===== src/rtl/rg_pkg.sv =====
package rg_pkg;
  localparam int FIELD_W    = 4;
  localparam int SRC_LSB    = 3;
  localparam int DST_LSB    = 7;
  localparam int CMD_MSB    = DST_LSB + FIELD_W - 1;
  localparam int RST_BIT    = 17;
  localparam int MUX_BIT    = 18;
  localparam int CODE_W     = 3;
  localparam int BASE_BYTES = 16;

  // Source-side line number from command bits 10:3 as carried on the port.
  function automatic logic [FIELD_W-1:0] src_of(input logic [CMD_MSB:SRC_LSB] f);
    return f[SRC_LSB +: FIELD_W];
  endfunction

  function automatic logic [FIELD_W-1:0] dst_of(input logic [CMD_MSB:SRC_LSB] f);
    return f[DST_LSB +: FIELD_W];
  endfunction

  // Beats needed for one block of the given code.
  function automatic int unsigned beats_per_block(input logic [CODE_W-1:0] code,
                                                  input int unsigned beat_bytes);
    int unsigned bytes;
    bytes = BASE_BYTES << code;
    if (bytes <= beat_bytes) return 1;
    return bytes / beat_bytes;
  endfunction
endpackage


===== src/rtl/rg_line_slot.sv =====
module rg_line_slot import rg_pkg::*; #(
  parameter int BEAT_BYTES = 4,
  parameter int CNT_W      = 10
) (
  input  logic              clk,
  input  logic              rst_n,
  input  logic              wr_en,
  input  logic              wr_rst,
  input  logic              wr_mux,
  input  logic [CODE_W-1:0] wr_code,
  input  logic              req_main,
  input  logic              req_alt,
  input  logic              named,
  input  logic              take,
  output logic              credit,
  output logic              held,
  output logic              rise,
  output logic              last
);
  logic              rst_q, mux_q, prev_q, pend_q;
  logic [CODE_W-1:0] code_q;
  logic [CNT_W-1:0]  cnt_q;
  logic [CNT_W-1:0]  need;
  logic              sel, hit, clear;

  assign sel   = mux_q ? req_alt : req_main;
  assign rise  = sel & ~prev_q & ~rst_q;
  assign need  = CNT_W'(beats_per_block(code_q, BEAT_BYTES));
  assign hit   = take & named & pend_q;
  assign last  = hit & (({1'b0, cnt_q} + (CNT_W+1)'(1)) >= {1'b0, need});
  assign clear = rst_q | (wr_en & wr_rst);

  always_ff @(posedge clk or negedge rst_n) begin
    if (!rst_n) begin
      rst_q  <= 1'b1;
      mux_q  <= 1'b0;
      code_q <= '0;
      prev_q <= 1'b0;
      pend_q <= 1'b0;
      cnt_q  <= '0;
    end else begin
      prev_q <= sel;
      if (wr_en) begin
        rst_q  <= wr_rst;
        mux_q  <= wr_mux;
        code_q <= wr_code;
      end
      if (clear) begin
        pend_q <= 1'b0;
        cnt_q  <= '0;
      end else begin
        pend_q <= (pend_q & ~last) | rise;
        if (hit) cnt_q <= last ? '0 : cnt_q + CNT_W'(1);
      end
    end
  end

  assign credit = pend_q;
  assign held   = rst_q;
endmodule


===== src/rtl/rg_cmd_decode.sv =====
module rg_cmd_decode import rg_pkg::*; #(
  parameter int N = 15
) (
  input  logic               cmd_active,
  input  logic [FIELD_W-1:0] src_sel,
  input  logic [FIELD_W-1:0] dst_sel,
  input  logic [N-1:0]       credit,
  input  logic [N-1:0]       held,
  output logic               src_ok,
  output logic               dst_ok,
  output logic               grant,
  output logic [N-1:0]       named
);
  function automatic logic side_ok(input logic [FIELD_W-1:0] f,
                                   input logic [N-1:0] cr,
                                   input logic [N-1:0] hd);
    if (f == '0) return 1'b1;
    if (int'(f) > N) return 1'b0;
    return cr[int'(f)-1] & ~hd[int'(f)-1];
  endfunction

  always_comb begin
    src_ok = side_ok(src_sel, credit, held);
    dst_ok = side_ok(dst_sel, credit, held);
    grant  = cmd_active & src_ok & dst_ok;
    for (int i = 0; i < N; i++) begin
      named[i] = cmd_active & ((int'(src_sel) == i + 1) | (int'(dst_sel) == i + 1));
    end
  end
endmodule


===== src/rtl/rate_gate.sv =====
module rate_gate import rg_pkg::*; #(
  parameter int N_LINES    = 15,
  parameter int BEAT_BYTES = 4
) (
  input  logic                   clk,
  input  logic                   rst_n,
  input  logic                   cfg_we,
  input  logic [FIELD_W-1:0]     cfg_line,
  input  logic [MUX_BIT:RST_BIT] cfg_flags,
  input  logic [CODE_W-1:0]      cfg_code,
  input  logic [N_LINES-1:0]     req_main,
  input  logic [N_LINES-1:0]     req_alt,
  input  logic                   cmd_active,
  input  logic [CMD_MSB:SRC_LSB] cmd_fields,
  input  logic                   mv_ack,
  output logic                   mv_grant
);
  localparam int MAX_BEATS = (BASE_BYTES << ((1 << CODE_W) - 1)) / BEAT_BYTES;
  localparam int CNT_W     = $clog2(MAX_BEATS + 1);

  logic [FIELD_W-1:0] src_sel, dst_sel;
  logic [N_LINES-1:0] line_credit, line_held, line_rise, line_last, line_named;
  logic               src_ok, dst_ok, grant, take;

  assign src_sel = src_of(cmd_fields);
  assign dst_sel = dst_of(cmd_fields);
  assign take    = mv_ack & grant;

  for (genvar i = 0; i < N_LINES; i++) begin : g_line
    logic wr_en;
    assign wr_en = cfg_we & (int'(cfg_line) == i + 1);
    rg_line_slot #(.BEAT_BYTES(BEAT_BYTES), .CNT_W(CNT_W)) u_slot (
      .clk      (clk),
      .rst_n    (rst_n),
      .wr_en    (wr_en),
      .wr_rst   (cfg_flags[RST_BIT]),
      .wr_mux   (cfg_flags[MUX_BIT]),
      .wr_code  (cfg_code),
      .req_main (req_main[i]),
      .req_alt  (req_alt[i]),
      .named    (line_named[i]),
      .take     (take),
      .credit   (line_credit[i]),
      .held     (line_held[i]),
      .rise     (line_rise[i]),
      .last     (line_last[i])
    );
  end

  rg_cmd_decode #(.N(N_LINES)) u_dec (
    .cmd_active (cmd_active),
    .src_sel    (src_sel),
    .dst_sel    (dst_sel),
    .credit     (line_credit),
    .held       (line_held),
    .src_ok     (src_ok),
    .dst_ok     (dst_ok),
    .grant      (grant),
    .named      (line_named)
  );

  assign mv_grant = grant;
endmodule


===== config.mk =====
export PLATFORM = sky130hd
export DESIGN_NAME = rate_gate
export DESIGN_NICKNAME = d
export VERILOG_FILES = /design/src/rtl/rg_pkg.sv /design/src/rtl/rg_line_slot.sv /design/src/rtl/rg_cmd_decode.sv /design/src/rtl/rate_gate.sv
export SDC_FILE = /design/constraint.sdc
export NUM_CORES = 1
export LEC_CHECK = 0
export CAP_MARGIN = 40
export CORE_MARGIN = 3
export CORE_UTILIZATION = 64
export DETAILED_ROUTE_END_ITERATION = 12
export PLACE_DENSITY = 0.85
export SLEW_MARGIN = 20
export SYNTH_ARGS = -nofsm -noshare
export SYNTH_HDL_FRONTEND = slang
export SYNTH_SLANG_ARGS = --single-unit

===== constraint.sdc =====
create_clock -name clk -period 10.2 [get_ports clk]
set_clock_uncertainty 0.2 [all_clocks]
set_input_delay 2.04 -clock clk [delete_from_list [all_inputs] [get_ports clk]]
set_output_delay 2.04 -clock clk [all_outputs]
set_load 0.05 [all_outputs]

==> metrics.txt, run 1 <==
commonest non-fill, non-tap cell in the layout=dfrtp_1; CTS sink count=255; first-pass GRT wire length=68400 um; clock root buffer=clkbuf_16; IO Port Bufs=52; max_slew headroom=0.291; Syn Nets=1998; post-synthesis register bit count=255; dpl hpwl=29000 um; Post-Place Worst Slack=2.75 ns; Core Footprint=26400 um^2; DIE HEIGHT=171 um; FFs w/ async S/R, synth=1.00; Seq/Total Area, Yosys=0.366; Worst-Margin Slew=1.06 ns; Worst EP required=7.96 ns; area delta synth->final=11.2%; synthesized area per cell=9.79 um^2; P_sw=1.05 mW; most frequent cells in the layout=240 x dfrtp_1, 160 x ha_1, 108 x nand3_1; Row Count=59; max cap viols=0; Setup TNS Final=0 ns; Power Internal=2.21 mW; H-tree depth=1; post-synthesis cell count=1786; status=finished clean; sw frac=0.322; EDFF count, synth=0; ys flop type=dfrtp_1; fmax=134 MHz; Yosys Warn Count=0; Crit Path Max Fanout=7; final-report hold violation count=0; GRT Util Overall=0.281; Slew Viols, Final=0; Hold EP=g_line[1].u_slot.held$_DFFE_PN1P_; Synth Cell Area=17500 um^2; Die Outline Area=29300 um^2; Tcrit/Tclk final=0.732; largest net degree at the start of global routing=129; clk slew on worst S/H paths=0.06 ns; 1st-pass router iterations=5; Antenna Nets Post-Route=0; Bufs on Longest Clock Path=3; crit end category=output port; starting density of the core=0.661; I/O Pins=53; DRT iter0 DRCs=1047; RSZ-0062 raised after global routing=no; initial antenna violation count=1; static leakage=8.81 nW; Tightest Hold Check Type=flip-flop to flip-flop; clock share of power=0.356; postcts setup bufs=0; Final #Nets=2046; worst r2r dst=g_line[12].u_slot.cnt_q[3]$_DFFE_PN0P_; number of remaining DRC errors=0; Reg power frac=0.392; Critical Path Start Type=input port; cts bufs inserted=30; CP arrival=5.22 ns; routed wire length=41300 um; Worst-Skew Late Latency=0.57 ns; fill cell count=1870; Hold Buf Count CTS=0; hold path depth=2; layout cells sized above 1=0.155; Hold Crit Start=g_line[1].u_slot.held$_DFFE_PN1P_; Cell Pwr Density=167 nW/um^2; vias in the first global route=13800; min Tclk post-route=7.46 ns; WL per Instance=18.8 um; post_cts resized=0; Reg2Reg Depth=12; # setup viols final=0; Horiz. Die Dim=171 um; Crit Path Class=input port to output port; GRT overflow=0; flop-to-flop setup slack=6.39 ns; gpl congestion=0.890; DR vias=14100; Comb pwr share=0.252; r2r startpoint=g_line[12].u_slot.cnt_q[0]$_DFFE_PN0P_; TritonCTS clock tree=done; count of cell types in the netlist=75; Peak VDD IR=0.137 mV; Vias/cell=6.42; setup ws final=2.74 ns
## layer usage
metal  wire length, um  track usage
met2             19700        0.469
met1             18200        0.391
met5                13            0
met3              2470       0.0441
met4               889       0.0651
## cell type report
cell class / count / area, um^2 / area share
repair buffers: 72 / 744 / 0.0383
clock buffers: 38 / 851 / 0.0437
multi-input cells: 1390 / 10500 / 0.539
diodes: 1 / 2.50 / 0.000129
flip-flops and latches: 255 / 6400 / 0.329
well taps: 335 / 419 / 0.0216
inverters: 85 / 319 / 0.0164
clock inverters: 18 / 239 / 0.0123
## sequential cells by signal, summed over array words and instances, names as in the netlist
register              flops
g_line.u_slot.mux_q      15
g_line.u_slot.held       15
g_line.u_slot.code_q     45
g_line.u_slot.prev_q     15
g_line.u_slot.cnt_q     150
g_line.u_slot.credit     15
## worst max path at each step
| stage | startpoint | end | slack, ns | cells after the start |
|---|---|---|---|---|
| 6_report | cmd_fields[7] | mv_grant | 2.74 | 10 |
| 5_1_grt | cmd_fields[7] | mv_grant | 2.56 | 10 |
| 4_1_cts | cmd_fields[7] | mv_grant | 2.75 | 10 |
| 3_5_place_dp | cmd_fields[7] | mv_grant | 2.75 | 10 |
| 3_3_place_gp | cmd_fields[7] | mv_grant | 2.80 | 10 |
| 2_1_floorplan | cmd_fields[7] | mv_grant | 3.78 | 11 |
## kinds of logic after synthesis
| group | after synthesis | share of synthesized area |
|---|---|---|
| adders and majority gates | 160 | 0.115 |
| muxes | 107 | 0.0711 |
| AOI/OAI and AO/OA | 386 | 0.158 |
| DFF | 255 | 0.366 |
| xor gates and xnor gates | 83 | 0.0427 |
| buffers and inverters | 141 | 0.0349 |
| and+or+nand+nor | 653 | 0.212 |
| other | 1 | 0.000215 |
## power by group through the flow
stage | sequential [mW] | combinational (mW) | clock [mW]
after global placement | 1.27 | 0.734 | 0
after global routing | 1.30 | 0.905 | 1.21
after detailed placement | 1.29 | 0.792 | 0
final | 1.27 | 0.821 | 1.16
after CTS | 1.27 | 0.802 | 1.17
after floorplan | 1.23 | 0.594 | 0
## stage by stage
step,instance area (um^2),hold WS [ns],cells,util,power [mW]
5_1_grt,19400,0.311,2193,0.736,3.42
4_1_cts,19400,0.298,2190,0.734,3.24
2_1_floorplan,17500,0.255,1786,-,1.83
3_5_place_dp,18300,0.289,2134,0.693,2.08
6_report,19400,0.297,2194,0.736,3.25
3_3_place_gp,18200,0.275,2121,0.687,2.01
## cell usage after synthesis, types with 31 or more instances
library cell / n / area (um^2)
nand4_1: 39 / 244
o21ai_0: 43 / 215
ha_1: 160 / 2000
nor2_1: 103 / 387
nand2_1: 78 / 293
o211ai_1: 33 / 248
dfrtp_1: 240 / 6010
clkbuf_1: 31 / 116
mux2_2: 88 / 991
xnor2_1: 69 / 604
a22o_1: 51 / 447
o21ai_1: 42 / 210
nor2b_1: 41 / 257
a21oi_1: 45 / 225
inv_1: 83 / 312
or2_2: 38 / 238
or3b_2: 31 / 272
and3_1: 55 / 344
nand3_1: 108 / 541
nand3b_1: 55 / 413
## worst max-delay path: stages
cell             delay, ns
clkdlybuf4s50_1       0.64
inv_2                 0.15
ha_1                  0.40
nand2_1               0.10
o22ai_1               0.07
or3_1                 0.33
a22oi_2               0.29
and3_2                0.28
and2_1                0.13
clkdlybuf4s50_1       0.79
(Power assumes the default switching activity.)
==> run 2: changes to the inputs <==
--- a/config.mk
+++ b/config.mk
@@ -7,9 +7,9 @@
 export LEC_CHECK = 0
 export CAP_MARGIN = 40
 export CORE_MARGIN = 3
-export CORE_UTILIZATION = 64
+export CORE_UTILIZATION = 57
 export DETAILED_ROUTE_END_ITERATION = 12
-export PLACE_DENSITY = 0.85
+export PLACE_DENSITY = 0.81
 export SLEW_MARGIN = 20
 export SYNTH_ARGS = -nofsm -noshare
 export SYNTH_HDL_FRONTEND = slang
==> constraint.sdc (replaced) <==
create_clock -name clk -period 6.03 [get_ports clk]
set_clock_uncertainty 0.2 [all_clocks]
set_input_delay 1.206 -clock clk [delete_from_list [all_inputs] [get_ports clk]]
set_output_delay 1.206 -clock clk [all_outputs]
set_load 0.05 [all_outputs]
==> run 2 against run 1 <==
Effect of this change: setup slack worse by 2.0 ns; non-clock buffer count up 1; sequential share of layout area about the same; die area up 12%; clock-buffer cell count unchanged; sequential power up 69%; critical endpoint unchanged; largest cell class unchanged.
==> metrics.txt, run 2 (synthesized netlist as in run 1, its figures left out) <==
clock root buffer=clkbuf_16; Bufs on Longest Clock Path=3; Setup TNS Final=0 ns; CTS sink count=255; post_cts resized=0; fill cell count=2361; DIE HEIGHT=181 um; Row Count=63; status=finished clean; fmax=190 MHz; Tightest Hold Check Type=flip-flop to flip-flop; Slew Viols, Final=0; storage element area=6400 um^2; Vias/cell=6.26; Worst-Margin Slew=0.865 ns; Peak VDD IR=0.239 mV; H-tree depth=1; Cell Pwr Density=279 nW/um^2; DP Area=18400 um^2; GRT Util Overall=0.243; Inserted Diodes=0; vias in the first global route=13700; Reg2Reg Depth=12; crit end category=output port; Fin Hold WS=0.294 ns; RSZ-0062 raised after global routing=no; layout cells sized above 1=0.153; area delta synth->final=11.3%; Crit Path Max Fanout=7; min Tclk post-route=5.26 ns; Die Outline Area=32800 um^2; Worst EP required=4.62 ns; Antenna Nets Post-Route=0; number of remaining DRC errors=0; initial antenna violation count=0; clk slew on worst S/H paths=0.06 ns; DRT iter0 DRCs=910; I/O Pins=53; hold path depth=2; Critical Path Start Type=input port; first-pass GRT wire length=67600 um; commonest non-fill, non-tap cell in the layout=dfrtp_1; final std cells w/o fill=2245; Post-Place Worst Slack=0.781 ns; Tcrit/Tclk final=0.872; GRT overflow=0; max cap viols=0; static leakage=8.77 nW; WL per Instance=18.0 um; starting density of the core=0.584; max FFs per register=150; Top Registers=g_line.u_slot.cnt_q: 150 flops, g_line.u_slot.code_q: 45 flops; cts bufs inserted=28; most frequent cells in the layout=240 x dfrtp_1, 160 x ha_1, 108 x nand3_1; Biggest register=g_line.u_slot.cnt_q; Horiz. Die Dim=181 um; largest net degree at the start of global routing=105; postcts setup bufs=0; max_slew headroom=0.421; dpl hpwl=28700 um; final instance area=19500 um^2; routed wire length=40400 um; Final #Nets=2045; DR vias=14100; Core Footprint=30000 um^2; Inst Count DP=2188; Crit Path Class=input port to output port; CP arrival=3.85 ns; final-report hold violation count=0; Worst-Skew Late Latency=0.55 ns; IO Port Bufs=52; 1st-pass router iterations=5; gpl congestion=0.906; Hold Buf Count CTS=0; TritonCTS clock tree=done; setup ws final=0.770 ns; # setup viols final=0; multi-input combinational cell area=10500 um^2
run 2: cell type report:
| class | count | share of cell area |
|---|---|---|
| multi-input combinational | 1390 | 0.538 |
| tap | 390 | 0.0251 |
| clock buffer | 38 | 0.0416 |
| clock inverter | 14 | 0.0118 |
| inverter | 85 | 0.0164 |
| sequential | 255 | 0.329 |
| timing repair buffer | 73 | 0.0377 |
run 2: stage by stage:
stage	utilization	power, mW
final	0.649	5.44
after global routing	0.649	5.72
after CTS	0.648	5.43
after detailed placement	0.613	3.50
after global placement	0.610	3.41
after floorplan	-	3.09
run 2: where the power goes:
group / switching, mW / internal [mW] / total, mW
Clock: 0.719 / 1.19 / 1.91
Combinational: 0.770 / 0.597 / 1.37
Sequential: 0.241 / 1.91 / 2.15
run 2: path summary, 6_finish.rpt:
path,from,to,slack (ns)
worst max register to register,g_line[12].u_slot.cnt_q[0]$_DFFE_PN0P_,g_line[12].u_slot.cnt_q[2]$_DFFE_PN0P_,2.33
worst min-delay path,g_line[7].u_slot.held$_DFFE_PN1P_,g_line[7].u_slot.held$_DFFE_PN1P_,0.29
worst max-delay path,cmd_fields[7],mv_grant,0.77
max in group asynchronous,rst_n,g_line[10].u_slot.code_q[0]$_DFFE_PN0P_,3.89
worst min register to register,g_line[7].u_slot.held$_DFFE_PN1P_,g_line[7].u_slot.held$_DFFE_PN1P_,0.29
min in group asynchronous,rst_n,g_line[5].u_slot.cnt_q[7]$_DFFE_PN0P_,0.47
run 2: critical path, cell delays in order:
cell,delay [ns]
clkdlybuf4s50_1,0.65
inv_2,0.15
ha_1,0.41
nand2_1,0.11
o22ai_1,0.09
or3_1,0.34
a22oi_2,0.30
and3_2,0.29
and2_1,0.18
buf_12,0.14
run 2: metal layers:
metal | global-route usage | part of all wire | up-vias
li1 | - | - | 6701
met1 | 0.330 | 0.45 | 6936
met2 | 0.409 | 0.48 | 371
met3 | 0.0391 | 0.052 | 52
met4 | 0.0564 | 0.020 | 0
met5 | 0 | 0 | -
==> run 3: changes to the inputs <==
--- a/config.mk
+++ b/config.mk
@@ -5,7 +5,7 @@
 export SDC_FILE = /design/constraint.sdc
 export NUM_CORES = 1
 export LEC_CHECK = 0
-export CAP_MARGIN = 40
+export CAP_MARGIN = 20
 export CORE_MARGIN = 3
 export CORE_UTILIZATION = 57
 export DETAILED_ROUTE_END_ITERATION = 12
==> run 3 against run 2 <==
Effect of this change: design area fell by 0.80%; critical endpoint unchanged; cell count is 0.62% lower; wire length up 0.15%; maximum frequency rose by 0.59%; total power decreased by 1.7%; highest routed layer unchanged; flip-flop and latch count unchanged; critical path type unchanged; first-iteration DRC count is 12% higher; sequential share of layout area grew 0.27 points; hold slack gained 0.0032 ns; utilization shrank 0.52 points; global-route usage about the same.
==> metrics.txt, run 3 (synthesized netlist as in run 1, its figures left out) <==
status=finished clean; post_cts resized=0; # setup viols final=0; routed wire length=40400 um; DRT iter0 DRCs=1015; Fin Hold WS=0.297 ns; Tcrit/Tclk final=0.867; Tightest Hold Check Type=flip-flop to flip-flop; Horiz. Die Dim=181 um; GRT Util Overall=0.243; min Tclk post-route=5.23 ns; Top Registers=g_line.u_slot.cnt_q: 150 flops, g_line.u_slot.code_q: 45 flops; Crit Path Max Fanout=7; clock share of power=0.349; met2 wire len=19400 um; fill cell count=2400; Biggest register=g_line.u_slot.cnt_q; clock root buffer=clkbuf_16; initial antenna violation count=0; metal3 WL=2230 um; Inserted Diodes=0; layout cells sized above 1=0.149; end of the critical path=mv_grant; crit end category=output port; Worst EP required=4.62 ns; final std cells w/o fill=2231; max cap viols=0; Vias/cell=6.25; Cell Pwr Density=277 nW/um^2; Crit Path Class=input port to output port; max_slew headroom=0.269; commonest non-fill, non-tap cell in the layout=dfrtp_1; CTS sink count=255; I/O Pins=53; largest net degree at the start of global routing=105; Antenna Nets Post-Route=0; RSZ-0062 raised after global routing=no; Final #Nets=2031; GRT overflow=0; gpl congestion=0.906; starting density of the core=0.584; Slew Viols, Final=0; static leakage=8.67 nW; r2r startpoint=g_line[10].u_slot.cnt_q[2]$_DFFE_PN0P_; Peak VDD IR=0.257 mV; Die Outline Area=32800 um^2; first-pass GRT wire length=67500 um; cts bufs inserted=28; dpl hpwl=28200 um; TritonCTS clock tree=done; Pwr Total=5.34 mW; number of remaining DRC errors=0; Hold Buf Count CTS=0; postcts setup bufs=0; DIE HEIGHT=181 um; Worst-Margin Slew=1.09 ns; Reg power frac=0.403; worst r2r dst=g_line[10].u_slot.cnt_q[0]$_DFFE_PN0P_; area delta synth->final=10.4%; H-tree depth=1; wire length on met1=18000 um; Power Internal=3.59 mW; Comb pwr share=0.248; flop-to-flop setup slack=2.30 ns; fmax=191 MHz; Highest Signal Layer=met4; Row Count=63; Worst-Skew Late Latency=0.55 ns; IO Port Bufs=52; Inst Count DP=2179; max FFs per register=150; clk slew on worst S/H paths=0.07 ns; P_sw=1.75 mW; vias in the first global route=13600; worst setup path startpoint=cmd_fields[7]; CP arrival=3.82 ns; most frequent cells in the layout=240 x dfrtp_1, 160 x ha_1, 108 x nand3_1; WL per Instance=18.1 um; 1st-pass router iterations=5; Setup TNS Final=0 ns; Critical Path Start Type=input port; DR vias=13900; final-report hold violation count=0; Reg2Reg Depth=11; sw frac=0.328; Core Footprint=30000 um^2; Bufs on Longest Clock Path=3
==> run 3: cell count changes in the layout (fill, tap and decap cells not counted), sizes merged <==
cell / change
buf: -13
clkbuf: -4
clkinvlp: +4
bufinv: -2
inv: +1
==> run 3: per-stage QoR <==
stage                     setup WS, ns  cell area [um^2]  utilization
after floorplan                   1.28             17500            -
after global placement           0.935             18300        0.610
after detailed placement         0.811             18300        0.610
after CTS                        0.826             19300        0.644
after global routing             0.688             19300        0.644
final                            0.801             19300        0.644
==> run 3: area by class of cell <==
type / count / area [um^2] / share of cell area
clock inverter: 17 / 219 / 0.0113
inverter: 85 / 319 / 0.0165
sequential: 255 / 6400 / 0.332
timing repair buffer: 59 / 588 / 0.0305
tap: 390 / 488 / 0.0253
clock buffer: 35 / 798 / 0.0414
multi-input combinational: 1390 / 10500 / 0.543
==> run 3: worst max-delay path: stages <==
cell and delay [ns]:
clkdlybuf4s50_1 0.63, inv_2 0.15, ha_1 0.41, nand2_1 0.10
o22ai_1 0.08, or3_1 0.33, a22oi_2 0.29, and3_2 0.29
and2_1 0.18, buf_12 0.14
==> run 3: worst min path at each step <==
stage | start | end | slack [ns] | cells past startpoint
2_1_floorplan | g_line[0].u_slot.mux_q$_DFFE_PN0P_ | g_line[0].u_slot.mux_q$_DFFE_PN0P_ | 0.25 | 2
3_3_place_gp | g_line[1].u_slot.held$_DFFE_PN1P_ | g_line[1].u_slot.held$_DFFE_PN1P_ | 0.28 | 2
3_5_place_dp | g_line[7].u_slot.held$_DFFE_PN1P_ | g_line[7].u_slot.held$_DFFE_PN1P_ | 0.29 | 2
4_1_cts | g_line[7].u_slot.held$_DFFE_PN1P_ | g_line[7].u_slot.held$_DFFE_PN1P_ | 0.30 | 2
5_1_grt | g_line[1].u_slot.held$_DFFE_PN1P_ | g_line[1].u_slot.held$_DFFE_PN1P_ | 0.32 | 2
6_report | g_line[7].u_slot.held$_DFFE_PN1P_ | g_line[7].u_slot.held$_DFFE_PN1P_ | 0.30 | 2
==> run 3: power groups by stage <==
stage	Sequential (mW)	Clock (mW)	Combinational, mW
6_report	2.16	1.86	1.33
5_1_grt	2.19	1.96	1.47
4_1_cts	2.15	1.89	1.32
3_5_place_dp	2.18	0	1.30
3_3_place_gp	2.16	0	1.25
2_1_floorplan	2.09	0	1.00
==> run 3: per-layer routing <==
metal | up-vias | track usage
met2 | 359 | 0.412
met3 | 59 | 0.0336
met4 | 0 | 0.0509
met5 | - | 0
met1 | 6842 | 0.334
li1 | 6676 | -
